[config.mk]
export PLATFORM = sky130hd
export DESIGN_NAME = xmd_unit
export DESIGN_NICKNAME = d
export VERILOG_FILES = /design/src/rtl/xmd_pkg.sv /design/src/rtl/xmd_div_core.sv /design/src/rtl/xmd_mul_core.sv /design/src/rtl/xmd_unit.sv
export SDC_FILE = /design/constraint.sdc
export NUM_CORES = 1
export LEC_CHECK = 0
export ABC_AREA = 1
export BUFFER_PORTS_ARGS = -buffer_cell sky130_fd_sc_hd__buf_2
export CORE_ASPECT_RATIO = 0.75
export CORE_MARGIN = 2
export CORE_UTILIZATION = 35
export DETAILED_ROUTE_END_ITERATION = 6
export PLACE_DENSITY = 0.63
export SYNTH_ARGS = -nofsm -noshare
export SYNTH_HDL_FRONTEND = slang
export SYNTH_SLANG_ARGS = --single-unit
[constraint.sdc]
create_clock -name clk -period 6.3 [get_ports clk]
set_input_delay 0.945 -clock clk [delete_from_list [all_inputs] [get_ports clk]]
set_output_delay 0.945 -clock clk [all_outputs]
set_load 0.02 [all_outputs]
[src/rtl/xmd_pkg.sv]
package xmd_pkg;

  typedef enum logic [1:0] {
    OP_SDIV16 = 2'd0,
    OP_UDIV32 = 2'd1,
    OP_SDIV32 = 2'd2,
    OP_SMUL16 = 2'd3
  } xmd_op_e;

  typedef enum logic [1:0] {
    ST_IDLE = 2'd0,
    ST_RUN  = 2'd1,
    ST_FIN  = 2'd2
  } xmd_state_e;

  // Flag bus bit positions
  localparam int FLG_N = 3;
  localparam int FLG_Z = 2;
  localparam int FLG_V = 1;
  localparam int FLG_C = 0;

endpackage

[src/rtl/xmd_div_core.sv]
module xmd_div_core #(
  parameter int NUM_W = 32,
  parameter int DEN_W = 16
) (
  input  logic             clk,
  input  logic             rst_n,
  input  logic             load,
  input  logic             step,
  input  logic [NUM_W-1:0] num_i,
  input  logic [DEN_W-1:0] den_i,
  output logic [NUM_W-1:0] quo_o,
  output logic [DEN_W-1:0] rem_o
);

  logic [DEN_W:0]   rem_q, rem_d;
  logic [NUM_W-1:0] quo_q, quo_d;
  logic [DEN_W-1:0] den_q, den_d;
  logic [DEN_W:0]   shifted;
  logic [DEN_W+1:0] trial;

  // One restoring step: bring in the next dividend bit, try a subtract.
  always_comb begin
    shifted = {rem_q[DEN_W-1:0], quo_q[NUM_W-1]};
    trial   = {1'b0, shifted} - {2'b00, den_q};
    rem_d   = rem_q;
    quo_d   = quo_q;
    den_d   = den_q;
    if (load) begin
      rem_d = '0;
      quo_d = num_i;
      den_d = den_i;
    end else if (step) begin
      if (!trial[DEN_W+1]) begin
        rem_d = trial[DEN_W:0];
        quo_d = {quo_q[NUM_W-2:0], 1'b1};
      end else begin
        rem_d = shifted;
        quo_d = {quo_q[NUM_W-2:0], 1'b0};
      end
    end
  end

  always_ff @(posedge clk or negedge rst_n) begin
    if (!rst_n) begin
      rem_q <= '0;
      quo_q <= '0;
      den_q <= '0;
    end else if (load || step) begin
      rem_q <= rem_d;
      quo_q <= quo_d;
      den_q <= den_d;
    end
  end

  assign quo_o = quo_q;
  assign rem_o = rem_q[DEN_W-1:0];

  // the partial remainder never reaches the divisor once below it
  a_r1_rem_bound: assert property (@(posedge clk) disable iff (!rst_n)
    (step && !load && den_q != '0 && rem_q < {1'b0, den_q}) |=> (rem_q < {1'b0, den_q}));

endmodule

[src/rtl/xmd_mul_core.sv]
module xmd_mul_core #(
  parameter int W = 16
) (
  input  logic           clk,
  input  logic           rst_n,
  input  logic           load,
  input  logic           step,
  input  logic [W-1:0]   a_i,
  input  logic [W-1:0]   b_i,
  output logic [2*W-1:0] prod_o
);

  logic [W-1:0] hi_q, hi_d;
  logic [W-1:0] lo_q, lo_d;
  logic [W-1:0] mc_q, mc_d;
  logic [W:0]   sum;

  // Add the multiplicand when the current multiplier bit is set, shift right.
  always_comb begin
    sum  = {1'b0, hi_q} + (lo_q[0] ? {1'b0, mc_q} : '0);
    hi_d = hi_q;
    lo_d = lo_q;
    mc_d = mc_q;
    if (load) begin
      hi_d = '0;
      lo_d = b_i;
      mc_d = a_i;
    end else if (step) begin
      hi_d = sum[W:1];
      lo_d = {sum[0], lo_q[W-1:1]};
    end
  end

  always_ff @(posedge clk or negedge rst_n) begin
    if (!rst_n) begin
      hi_q <= '0;
      lo_q <= '0;
      mc_q <= '0;
    end else if (load || step) begin
      hi_q <= hi_d;
      lo_q <= lo_d;
      mc_q <= mc_d;
    end
  end

  assign prod_o = {hi_q, lo_q};

  // the multiplicand is frozen while stepping
  a_r6_mcand_held: assert property (@(posedge clk) disable iff (!rst_n)
    (step && !load) |=> $stable(mc_q));

endmodule

[src/rtl/xmd_unit.sv]
module xmd_unit
  import xmd_pkg::*;
#(
  parameter int DATA_W = 16
) (
  input  logic              clk,
  input  logic              rst_n,
  input  logic              start,
  input  logic [1:0]        op,
  input  logic [DATA_W-1:0] d_in,
  input  logic [DATA_W-1:0] x_in,
  input  logic [DATA_W-1:0] y_in,
  input  logic [3:0]        flags_in,
  output logic              busy,
  output logic              done,
  output logic [DATA_W-1:0] d_out,
  output logic [DATA_W-1:0] x_out,
  output logic [DATA_W-1:0] y_out,
  output logic              d_we,
  output logic              x_we,
  output logic              y_we,
  output logic [3:0]        flags_out
);

  localparam int NUM_W     = 2 * DATA_W;
  localparam int DIV_STEPS = NUM_W;
  localparam int MUL_STEPS = DATA_W;
  localparam int CNT_W     = $clog2(DIV_STEPS + 1);
  localparam logic [CNT_W-1:0] DIV_LAST = CNT_W'(DIV_STEPS - 1);
  localparam logic [CNT_W-1:0] MUL_LAST = CNT_W'(MUL_STEPS - 1);
  localparam logic [NUM_W-1:0] POS_MAX  = NUM_W'((64'd1 << (DATA_W - 1)) - 64'd1);
  localparam logic [NUM_W-1:0] NEG_MAX  = NUM_W'(64'd1 << (DATA_W - 1));

  // Reset: asserted asynchronously, released on a clock edge
  logic rst_meta_q, rst_sync_n;
  always_ff @(posedge clk or negedge rst_n) begin
    if (!rst_n) begin
      rst_meta_q <= 1'b0;
      rst_sync_n <= 1'b0;
    end else begin
      rst_meta_q <= 1'b1;
      rst_sync_n <= rst_meta_q;
    end
  end

  // Control and captured operand state
  xmd_state_e        state_q, state_d;
  logic [CNT_W-1:0]  cnt_q, cnt_d;
  xmd_op_e           op_q, op_d;
  logic              qneg_q, qneg_d;
  logic              rneg_q, rneg_d;
  logic [DATA_W-1:0] dcap_q, xcap_q, ycap_q;
  logic [3:1]        fcap_q;

  // Result registers
  logic              done_q, done_d;
  logic              dwe_q, dwe_d, xwe_q, xwe_d, ywe_q, ywe_d;
  logic [DATA_W-1:0] dout_q, dout_d, xout_q, xout_d, yout_q, yout_d;
  logic [3:0]        fout_q, fout_d;

  // Operand preparation at start
  xmd_op_e           op_in;
  logic              accept, is_div_in, div_zero_in;
  logic [NUM_W-1:0]  wide_in, wide_mag, num_mag;
  logic [DATA_W-1:0] d_mag, x_mag, y_mag, den_mag, ma_mag, mb_mag;
  logic              qneg_in, rneg_in;

  always_comb begin
    op_in       = xmd_op_e'(op);
    accept      = start && (state_q == ST_IDLE);
    is_div_in   = (op_in != OP_SMUL16);
    div_zero_in = (x_in == '0);
    wide_in     = {y_in, d_in};
    wide_mag    = wide_in[NUM_W-1] ? -wide_in : wide_in;
    d_mag       = d_in[DATA_W-1] ? -d_in : d_in;
    x_mag       = x_in[DATA_W-1] ? -x_in : x_in;
    y_mag       = y_in[DATA_W-1] ? -y_in : y_in;
    num_mag     = {{DATA_W{1'b0}}, d_mag};
    den_mag     = x_mag;
    qneg_in     = 1'b0;
    rneg_in     = 1'b0;
    ma_mag      = d_mag;
    mb_mag      = y_mag;
    case (op_in)
      OP_SDIV16: begin
        qneg_in = d_in[DATA_W-1] ^ x_in[DATA_W-1];
        rneg_in = d_in[DATA_W-1];
      end
      OP_UDIV32: begin
        num_mag = wide_in;
        den_mag = x_in;
      end
      OP_SDIV32: begin
        num_mag = wide_mag;
        qneg_in = y_in[DATA_W-1] ^ x_in[DATA_W-1];
        rneg_in = y_in[DATA_W-1];
      end
      default: begin
        qneg_in = d_in[DATA_W-1] ^ y_in[DATA_W-1];
      end
    endcase
  end

  // Datapath cores
  logic             div_load, div_step, mul_load, mul_step;
  logic [NUM_W-1:0] quo_mag, prod_mag;
  logic [DATA_W-1:0] rem_mag;

  assign div_load = accept && is_div_in;
  assign mul_load = accept && !is_div_in;
  assign div_step = (state_q == ST_RUN) && (op_q != OP_SMUL16);
  assign mul_step = (state_q == ST_RUN) && (op_q == OP_SMUL16);

  xmd_div_core #(.NUM_W(NUM_W), .DEN_W(DATA_W)) u_div (
    .clk   (clk),
    .rst_n (rst_sync_n),
    .load  (div_load),
    .step  (div_step),
    .num_i (num_mag),
    .den_i (den_mag),
    .quo_o (quo_mag),
    .rem_o (rem_mag)
  );

  xmd_mul_core #(.W(DATA_W)) u_mul (
    .clk    (clk),
    .rst_n  (rst_sync_n),
    .load   (mul_load),
    .step   (mul_step),
    .a_i    (ma_mag),
    .b_i    (mb_mag),
    .prod_o (prod_mag)
  );

  // Sign correction and flag formation
  logic [DATA_W-1:0] q_low, r_sgn;
  logic [NUM_W-1:0]  p_sgn;
  logic              ovf_s, ovf_u, dz_fin;

  always_comb begin
    q_low  = qneg_q ? -quo_mag[DATA_W-1:0] : quo_mag[DATA_W-1:0];
    r_sgn  = rneg_q ? -rem_mag : rem_mag;
    p_sgn  = qneg_q ? -prod_mag : prod_mag;
    ovf_s  = qneg_q ? (quo_mag > NEG_MAX) : (quo_mag > POS_MAX);
    ovf_u  = |quo_mag[NUM_W-1:DATA_W];
    dz_fin = (op_q != OP_SMUL16) && (xcap_q == '0);
  end

  // Next-state logic
  always_comb begin
    state_d = state_q;
    cnt_d   = cnt_q;
    op_d    = op_q;
    qneg_d  = qneg_q;
    rneg_d  = rneg_q;
    done_d  = 1'b0;
    dwe_d   = 1'b0;
    xwe_d   = 1'b0;
    ywe_d   = 1'b0;
    dout_d  = dout_q;
    xout_d  = xout_q;
    yout_d  = yout_q;
    fout_d  = fout_q;
    case (state_q)
      ST_IDLE: begin
        if (accept) begin
          op_d    = op_in;
          qneg_d  = qneg_in;
          rneg_d  = rneg_in;
          cnt_d   = '0;
          state_d = (is_div_in && div_zero_in) ? ST_FIN : ST_RUN;
        end
      end
      ST_RUN: begin
        cnt_d = cnt_q + 1'b1;
        if (cnt_q == ((op_q == OP_SMUL16) ? MUL_LAST : DIV_LAST)) begin
          state_d = ST_FIN;
        end
      end
      ST_FIN: begin
        state_d = ST_IDLE;
        done_d  = 1'b1;
        dout_d  = dcap_q;
        xout_d  = xcap_q;
        yout_d  = ycap_q;
        fout_d  = {fcap_q, 1'b0};
        if (dz_fin) begin
          fout_d[FLG_C] = 1'b1;
        end else if (op_q == OP_SMUL16) begin
          dwe_d         = 1'b1;
          ywe_d         = 1'b1;
          dout_d        = p_sgn[DATA_W-1:0];
          yout_d        = p_sgn[NUM_W-1:DATA_W];
          fout_d[FLG_N] = p_sgn[NUM_W-1];
          fout_d[FLG_Z] = (p_sgn == '0);
          fout_d[FLG_C] = p_sgn[DATA_W-1];
        end else begin
          dwe_d         = 1'b1;
          dout_d        = r_sgn;
          fout_d[FLG_N] = q_low[DATA_W-1];
          fout_d[FLG_Z] = (quo_mag == '0);
          fout_d[FLG_V] = (op_q == OP_UDIV32) ? ovf_u : ovf_s;
          fout_d[FLG_C] = 1'b0;
          if (op_q == OP_SDIV16) begin
            xwe_d  = 1'b1;
            xout_d = q_low;
          end else begin
            ywe_d  = 1'b1;
            yout_d = q_low;
          end
        end
      end
      default: state_d = ST_IDLE;
    endcase
  end

  // Registers
  always_ff @(posedge clk or negedge rst_sync_n) begin
    if (!rst_sync_n) begin
      state_q <= ST_IDLE;
      cnt_q   <= '0;
      op_q    <= OP_SDIV16;
      qneg_q  <= 1'b0;
      rneg_q  <= 1'b0;
      done_q  <= 1'b0;
      dwe_q   <= 1'b0;
      xwe_q   <= 1'b0;
      ywe_q   <= 1'b0;
      dout_q  <= '0;
      xout_q  <= '0;
      yout_q  <= '0;
      fout_q  <= '0;
    end else begin
      state_q <= state_d;
      cnt_q   <= cnt_d;
      op_q    <= op_d;
      qneg_q  <= qneg_d;
      rneg_q  <= rneg_d;
      done_q  <= done_d;
      dwe_q   <= dwe_d;
      xwe_q   <= xwe_d;
      ywe_q   <= ywe_d;
      dout_q  <= dout_d;
      xout_q  <= xout_d;
      yout_q  <= yout_d;
      fout_q  <= fout_d;
    end
  end

  always_ff @(posedge clk or negedge rst_sync_n) begin
    if (!rst_sync_n) begin
      dcap_q <= '0;
      xcap_q <= '0;
      ycap_q <= '0;
      fcap_q <= '0;
    end else if (accept) begin
      dcap_q <= d_in;
      xcap_q <= x_in;
      ycap_q <= y_in;
      fcap_q <= flags_in[3:1];
    end
  end

  assign busy      = (state_q != ST_IDLE);
  assign done      = done_q;
  assign d_we      = dwe_q;
  assign x_we      = xwe_q;
  assign y_we      = ywe_q;
  assign d_out     = dout_q;
  assign x_out     = xout_q;
  assign y_out     = yout_q;
  assign flags_out = fout_q;

  // done is a single-cycle strobe
  a_r8_done_pulse: assert property (@(posedge clk) disable iff (!rst_n)
    done |=> !done);

  // busy has dropped by the done cycle
  a_r8_busy_low_at_done: assert property (@(posedge clk) disable iff (!rst_n)
    done |-> !busy);

  // write enables only accompany done
  a_r8_we_with_done: assert property (@(posedge clk) disable iff (!rst_n)
    (d_we || x_we || y_we) |-> done);

  // busy ends only through done
  a_r9_busy_to_done: assert property (@(posedge clk) disable iff (!rst_n)
    busy |=> (busy || done));

  // the captured operation is frozen while running
  a_r9_op_held: assert property (@(posedge clk) disable iff (!rst_n)
    busy |=> $stable(op_q));

  // a finished operation that writes nothing is a divide by zero, with C set
  a_r4_dz_sets_c: assert property (@(posedge clk) disable iff (!rst_n)
    (done && !d_we) |-> flags_out[FLG_C]);

  // a completed 16/16 divide always clears C
  a_r5_c_clear: assert property (@(posedge clk) disable iff (!rst_n)
    (done && x_we) |-> !flags_out[FLG_C]);

endmodule

==> results of run 1 <==
==> final cells by class <==
type	count	area share (%)
multi-input cells	1636	47.4
well taps	578	4.14
clock buffers	36	4.40
clock inverters	14	0.994
diodes	3	0.0429
flip-flops and latches	233	33.4
inverters	269	5.78
repair buffers	125	3.83
==> worst paths after layout <==
| kind | slack, ns | endpoint | from |
|---|---|---|---|
| worst max-delay path | 2.63 | u_div.quo_o[21]$_DFFE_PN0P_ | op_q[0]$_DFFE_PN0P_ |
| worst min-delay path | 0.16 | rst_sync_n$_DFF_PN0_ | rst_n |
| worst max register to register | 2.63 | u_div.quo_o[21]$_DFFE_PN0P_ | op_q[0]$_DFFE_PN0P_ |
| worst min register to register | 0.32 | u_mul.mc_q[10]$_DFFE_PN0P_ | rst_sync_n$_DFF_PN0_ |
| max in group asynchronous | 4.79 | u_div.den_q[9]$_DFFE_PN0P_ | rst_sync_n$_DFF_PN0_ |
| min in group clk | 0.35 | rst_sync_n$_DFF_PN0_ | rst_meta_q$_DFF_PN0_ |
==> sequential cells by signal, indices dropped and copies added (netlist names), 3 cells and up <==
| name | flops |
|---|---|
| u_mul.mc_q | 16 |
| u_mul.hi_q | 16 |
| flags_out | 4 |
| y_out | 16 |
| ycap_q | 16 |
| d_out | 16 |
| cnt_q | 6 |
| u_div.quo_o | 32 |
| x_out | 16 |
| u_div.rem_q | 16 |
| fcap_q | 3 |
| u_div.den_q | 16 |
| xcap_q | 16 |
| dcap_q | 16 |
| u_mul.lo_q | 16 |
==> per-layer routing <==
metal	GRT usage (%)	vias up
li1	-	7480
met1	38.3	7366
met2	31.6	775
met3	10.9	73
met4	5.44	0
met5	0	-
==> synth_stat cells (9+ instances only) <==
cell type / instances
inv_2: 16
clkbuf_1: 49
buf_2: 26
nor2_2: 14
nor2_1: 197
o221ai_1: 40
nand2_2: 9
xor2_1: 44
ha_1: 45
o21ai_1: 19
a21oi_1: 118
o211ai_1: 20
inv_1: 249
nand2_1: 611
o22ai_1: 29
nand4_1: 20
dfrtp_1: 233
nor3_1: 9
nand3_1: 122
o21ai_0: 247
==> power breakdown <==
group	total [mW]	internal (mW)	switching, mW	leakage, nW
combinational	4.95	1.55	3.39	5.35
clock	1.69	0.987	0.707	0.456
sequential	2.83	2.17	0.659	2.92
==> logic make-up (layout without fill, tap and decap cells) <==
kind of cell               after synthesis  count (layout)  share of synthesized area, %
DFF                                    233             233                          37.6
xor gates and xnor gates                49              49                          2.76
adders and majority gates               47              47                          3.88
other                                    1               4                        0.0242
AOI/OAI and AO/OA                      523             523                          19.3
and+or+nand+nor                       1016            1016                          27.4
buffers and inverters                  355             444                          9.07
==> worst reg2reg max path, delay by kind of cell, from the launching register on <==
family | cells | cell delay (ns)
AOI/OAI and AO/OA | 1 | 0.09
DFF | 1 | 0.45
buffers and inverters | 3 | 1.03
and+or+nand+nor | 4 | 1.94
==> results.sh, run 1 <==
export IMPL_cpLargestDelayFamily="simple AND/OR/NAND/NOR gates"
export IMPL_wl_met3_um=8090
export IMPL_hold_slack_ns=0.164
export IMPL_fin_area_mm2=0.0175
export IMPL_start_util_pct=35.6
export IMPL_grt_pass1_vias=14300
export IMPL_io_pins=114
export IMPL_postPlaceCellArea_mm2=0.0165
export IMPL_cp_start_kind="flip-flop"
export IMPL_die_h_um=186
export IMPL_initialDrtViolationCount=1837
export IMPL_endpoint_kind="flip-flop"
export IMPL_drive_gt1_share_pct=10.3
export IMPL_ir_drop_uv=281
export IMPL_yosysTopAreaCell="dfrtp_1"
export IMPL_crit_top_cell="inv_2"
export IMPL_crit_fanout=37
export IMPL_regArea_mm2=0.00583
export IMPL_fin_crit_ns=3.67
export IMPL_grt_setup_unrepaired="no"
export IMPL_yosys_top_cells_area="dfrtp_1 38%, nand2_1 15%, o21ai_0 8.0%"
export IMPL_clock_fmax_ghz=0.272
export IMPL_grt_pass1_wl_um=88200
export IMPL_post_dp_hpwl_um=44900
export IMPL_grt_max_degree=146
export IMPL_critPathKind="flip-flop to flip-flop"
export IMPL_timing_final_hold_violations=0
export IMPL_die_area_mm2=0.0461
export IMPL_h_tree_depth=1
export IMPL_ys_ff_latch=233
export IMPL_p_total_mw=9.47
export IMPL_synth_warnings=0
export IMPL_worst_slew_pin_slew_ns=1.03
export IMPL_insertion_delay_ns=0.58
export IMPL_instances_no_fill=2894
export IMPL_dr_max_layer_used="met4"
export IMPL_synth_edf_count=0
export IMPL_final_common_cell="nand2_1"
export IMPL_numPortBuffers=112
export IMPL_route_vias_total=15700
export IMPL_crit_chain="nand2_4, clkinv_2, nor2_2, inv_2, nand2_2, inv_2, nand2_1, o211ai_1"
export IMPL_cp_data_required_time_ns=6.72
export IMPL_nFillCells=4569
export IMPL_first_pass_iters=6
export IMPL_coreArea_mm2=0.0436
export IMPL_ys_flop_type="dfrtp_1"
export IMPL_layout_common_cells="609 x nand2_1, 248 x inv_1, 247 x o21ai_0"
export IMPL_place_ws_ns=2.54
export IMPL_dp_cells=2841
export IMPL_status="completed"
export IMPL_post_cts_buffers=0
export IMPL_grt_total_usage_pct=25.0
export IMPL_clk_pin_slew_worst_paths_ns=0.06
export IMPL_finalMaxSlewViolations=0
export IMPL_routed_wl_um=58500
export IMPL_rows=66
export IMPL_finClkSkew_ns=0.0205
export IMPL_wl_met2_um=21600
export IMPL_final_nets=2396
export IMPL_syn_nets=2328
export IMPL_ctsResizeCount=0
export IMPL_hold_class="primary input to async pin"
export IMPL_maxCapViolCount=0
export IMPL_synth_top_cell_area_share_pct=37.6
export IMPL_synth_cell_types=59
export IMPL_gp_congestion=0.954
export IMPL_netlist_instances=2224
export IMPL_cts_path_max_buffers=3
export IMPL_path_buf_inv=3
export IMPL_final_util_pct=40.1
export IMPL_clock_sinks=233
export IMPL_syn_area_mm2=0.0155
export IMPL_cp_data_arrival_time_ns=4.09
export IMPL_hold_buffers=0
export IMPL_cts_root_buf="clkbuf_16"
export IMPL_m1WireLength_um=27500
export IMPL_total_leakage_power_nw=8.73
export IMPL_synthArstFlopShare_pct=100
export IMPL_vias_per_cell=5.42
export IMPL_slowest_stage="nand2_2"
export IMPL_setup_ws_ns=2.63
export IMPL_antenna_found_initial=3
export IMPL_wl_per_cell_um=20.2
export IMPL_drc_errors=0
export IMPL_area_growth_pct=12.7
export IMPL_slew_headroom_pct=30.8
export IMPL_cts_tree="done"
export IMPL_multi_input_area_mm2=0.00830
export IMPL_ys_seq_area_share_pct=37.6
export IMPL_slowest_delay_ns=0.78
export IMPL_cts_buffers=27
export IMPL_reg2regPathDepth=8
export IMPL_tns_ns=0
export IMPL_die_x_um=247
export IMPL_power_density_mw_per_mm2=541
export IMPL_avgSynthCellArea_um2=6.98
export IMPL_finalCritPeriodShare_pct=58.3
export IMPL_final_setup_viol_count=0
export IMPL_path_depth=8
export IMPL_detail_route_antenna_nets=0
export IMPL_gr_total_overflow=0
Note: power is estimated with default switching activity, not from simulation.
==> inputs of run 2 (changes only) <==
--- a/config.mk
+++ b/config.mk
@@ -5,13 +5,13 @@
 export SDC_FILE = /design/constraint.sdc
 export NUM_CORES = 1
 export LEC_CHECK = 0
-export ABC_AREA = 1
+export ABC_AREA = 0
 export BUFFER_PORTS_ARGS = -buffer_cell sky130_fd_sc_hd__buf_2
 export CORE_ASPECT_RATIO = 0.75
 export CORE_MARGIN = 2
 export CORE_UTILIZATION = 35
 export DETAILED_ROUTE_END_ITERATION = 6
-export PLACE_DENSITY = 0.63
+export PLACE_DENSITY = 0.61
 export SYNTH_ARGS = -nofsm -noshare
 export SYNTH_HDL_FRONTEND = slang
 export SYNTH_SLANG_ARGS = --single-unit
==> constraint.sdc (replaced) <==
create_clock -name clk -period 3.8 [get_ports clk]
set_input_delay 0.57 -clock clk [delete_from_list [all_inputs] [get_ports clk]]
set_output_delay 0.57 -clock clk [all_outputs]
set_load 0.02 [all_outputs]
==> run 2 against run 1 <==
Combinational power is 27% higher. Hold slack better by 0.054 ns. Clock skew fell by 0.0067 ns. First-iteration DRC count fell by 7.7%. Synthesized area fell by 4.3%. Largest cell class unchanged. Non-clock buffer count rose by 41. Total power grew 41%. Worst setup slack got worse by 2.3 ns. Cell area shrank 2.7%. Global-route usage shrank 1.7 points.
==> results.sh, run 2 <==
export IMPL_die_area_mm2=0.0441
export IMPL_start_util_pct=35.4
export IMPL_synthArstFlopShare_pct=100
export IMPL_instances_no_fill=2460
export IMPL_reg2reg_from="u_div.rem_q[7]$_DFFE_PN0P_"
export IMPL_setup_ws_ns=0.304
export IMPL_gp_congestion=0.939
export IMPL_status="completed"
export IMPL_clock_fmax_ghz=0.286
export IMPL_diodes=0
export IMPL_numPortBuffers=112
export IMPL_syn_area_mm2=0.0148
export IMPL_route_vias_total=14100
export IMPL_synthTopCellsByCount="349 x nand2_1, 233 x dfrtp_1, 221 x o21ai_0"
export IMPL_multi_input_area_mm2=0.00840
export IMPL_cp_data_arrival_time_ns=3.96
export IMPL_cp_data_required_time_ns=4.27
export IMPL_cp_endpoint="u_div.rem_q[0]$_DFFE_PN0P_"
export IMPL_h_tree_depth=1
export IMPL_gr_total_overflow=0
export IMPL_slowest_delay_ns=0.89
export IMPL_slowest_stage="a31oi_2"
export IMPL_synth_cell_types=69
export IMPL_yosysMostFrequentCell="nand2_1"
export IMPL_ys_ff_latch=233
export IMPL_avgSynthCellArea_um2=8.25
export IMPL_drive_gt1_share_pct=12.6
export IMPL_antenna_found_initial=1
export IMPL_insertion_delay_ns=0.56
export IMPL_hold_slack_ns=0.219
export IMPL_cell_internal_pwr_mw=7.31
export IMPL_cts_path_max_buffers=3
export IMPL_cts_buffers=26
export IMPL_grt_pass1_vias=13000
export IMPL_ys_flop_type="dfrtp_1"
export IMPL_finClkSkew_ns=0.0137
export IMPL_regArea_mm2=0.00583
export IMPL_postPlaceCellArea_mm2=0.0161
export IMPL_area_growth_pct=14.5
export IMPL_ir_drop_uv=493
export IMPL_grt_pass1_wl_um=80000
export IMPL_crit_fanout=17
export IMPL_clock_sinks=233
export IMPL_synth_warnings=0
export IMPL_final_nets=1976
export IMPL_maxCapViolCount=0
export IMPL_final_common_cell="nand2_1"
export IMPL_vias_per_cell=5.74
export IMPL_syn_nets=1904
export IMPL_layout_common_cells="348 x nand2_1, 232 x dfrtp_1, 221 x o21ai_0"
export IMPL_first_pass_iters=5
export IMPL_grt_setup_unrepaired="no"
export IMPL_power_frac_clock_pct=20.1
export IMPL_slew_headroom_pct=29.1
export IMPL_io_pins=114
export IMPL_cp_start_kind="flip-flop"
export IMPL_cts_root_buf="clkbuf_16"
export IMPL_grt_total_usage_pct=23.3
export IMPL_pwr_share_comb_pct=47.3
export IMPL_coreArea_mm2=0.0420
export IMPL_ys_seq_area_share_pct=39.3
export IMPL_rows=65
export IMPL_switching_share_pct=45.2
export IMPL_endpoint_kind="flip-flop"
export IMPL_seqPwrFrac_pct=32.6
export IMPL_routed_wl_um=52700
export IMPL_worst_slew_pin_slew_ns=1.06
export IMPL_cp_startpoint="u_div.rem_q[7]$_DFFE_PN0P_"
export IMPL_rrSetupSlack_ns=0.30
export IMPL_netlist_instances=1800
export IMPL_largest_reg_flops=32
export IMPL_power_density_mw_per_mm2=785
export IMPL_reg2reg_to="u_div.rem_q[0]$_DFFE_PN0P_"
export IMPL_crit_chain="ha_1, a21o_1, a31oi_1, nand2_1, o2111ai_1, a21boi_0, a31oi_2, buf_4, mux2i_1, o2bb2ai_1"
export IMPL_drc_errors=0
export IMPL_nFillCells=4292
export IMPL_post_cts_buffers=0
export IMPL_place_ws_ns=0.187
export IMPL_finalCritPeriodShare_pct=92.0
export IMPL_grt_max_degree=107
export IMPL_synth_top_cell_area_share_pct=39.3
export IMPL_dp_cells=2412
export IMPL_yosysTopAreaCell="dfrtp_1"
export IMPL_tns_ns=0
export IMPL_detail_route_antenna_nets=0
export IMPL_cts_tree="done"
export IMPL_initialDrtViolationCount=1695
export IMPL_total_leakage_power_nw=7.75
export IMPL_reg2regPathDepth=10
export IMPL_fin_area_mm2=0.0170
export IMPL_die_h_um=182
export IMPL_yosys_top_cells_area="dfrtp_1 39%, nand2_1 8.8%, o21ai_0 7.4%"
export IMPL_timing_final_hold_violations=0
export IMPL_post_dp_hpwl_um=39600
export IMPL_hold_class="primary input to flip-flop"
export IMPL_finalMaxSlewViolations=0
export IMPL_final_setup_viol_count=0
export IMPL_die_x_um=242
export IMPL_fin_crit_ns=3.50
export IMPL_switchingPower_mw=6.04
export IMPL_critPathKind="flip-flop to flip-flop"
export IMPL_clk_pin_slew_worst_paths_ns=0.06
export IMPL_wl_per_cell_um=21.4
export IMPL_synth_edf_count=0
-- run 2: area by class of cell --
cell class	instances	share of cell area [%]
multi-input combinational	1400	49.4
inverter	45	0.993
tap	569	4.19
sequential	233	34.3
clock buffer	35	4.44
timing repair buffer	166	5.84
clock inverter	12	0.824
-- run 2: repair_timing --
action	4_1_cts	5_1_grt
endpoints found under the hold margin	2	0
setup endpoints to repair	0	1
gates resized for setup	0	1
hold buffers	1	0
-- run 2: per-layer routing --
metal,share of wire (%),track usage [%],up-vias
li1,-,-,6578
met1,48,36.5,6866
met5,0,0,-
met3,8.9,3.74,73
met2,41,33.5,612
met4,2.1,4.42,0
-- run 2: per-stage QoR --
stage          util [%]  power (mW)
2_1_floorplan         -        8.32
3_3_place_gp       38.4        10.3
3_5_place_dp       38.4        10.5
4_1_cts            40.5        13.2
5_1_grt            40.5        14.2
6_report           40.5        13.4
-- run 2: logic make-up after synthesis --
family | share of synthesized area, %
AO/OA/AOI/OAI | 23.1
XOR/XNOR | 7.08
adder cells (fa/ha/maj) | 4.06
buffers and inverters | 4.37
flip-flops | 39.3
multiplexers | 1.72
other | 0.0253
AND/OR/NAND/NOR | 20.4
-- run 2: critical path: cells and delay by family, from the launching register on --
family | cells | cell delay [ns]
AOI/OAI and AO/OA | 6 | 1.95
adders and majority gates | 1 | 0.40
buffers and inverters | 1 | 0.29
DFF | 1 | 0.46
muxes | 1 | 0.19
and+or+nand+nor | 1 | 0.12
-- run 2: power by group through the flow --
stage / clock (mW) / sequential [mW] / combinational (mW)
after floorplan: 0 / 3.83 / 4.49
after global routing: 2.84 / 4.44 / 6.92
after detailed placement: 0 / 4.32 / 6.17
after global placement: 0 / 4.29 / 6.04
final: 2.69 / 4.35 / 6.31
after CTS: 2.74 / 4.29 / 6.21
-- run 2: how the worst min path moves through the flow --
stage                          from  cells after the start  slack, ns                     to
2_1_floorplan                 rst_n                      0       0.27   rst_meta_q$_DFF_PN0_
3_3_place_gp   rst_meta_q$_DFF_PN0_                      0       0.33   rst_sync_n$_DFF_PN0_
3_5_place_dp   rst_meta_q$_DFF_PN0_                      0       0.35   rst_sync_n$_DFF_PN0_
4_1_cts                 flags_in[3]                      3       0.20  fcap_q[3]$_DFFE_PN0P_
5_1_grt                 flags_in[2]                      3       0.23  fcap_q[2]$_DFFE_PN0P_
6_report                flags_in[3]                      3       0.22  fcap_q[3]$_DFFE_PN0P_
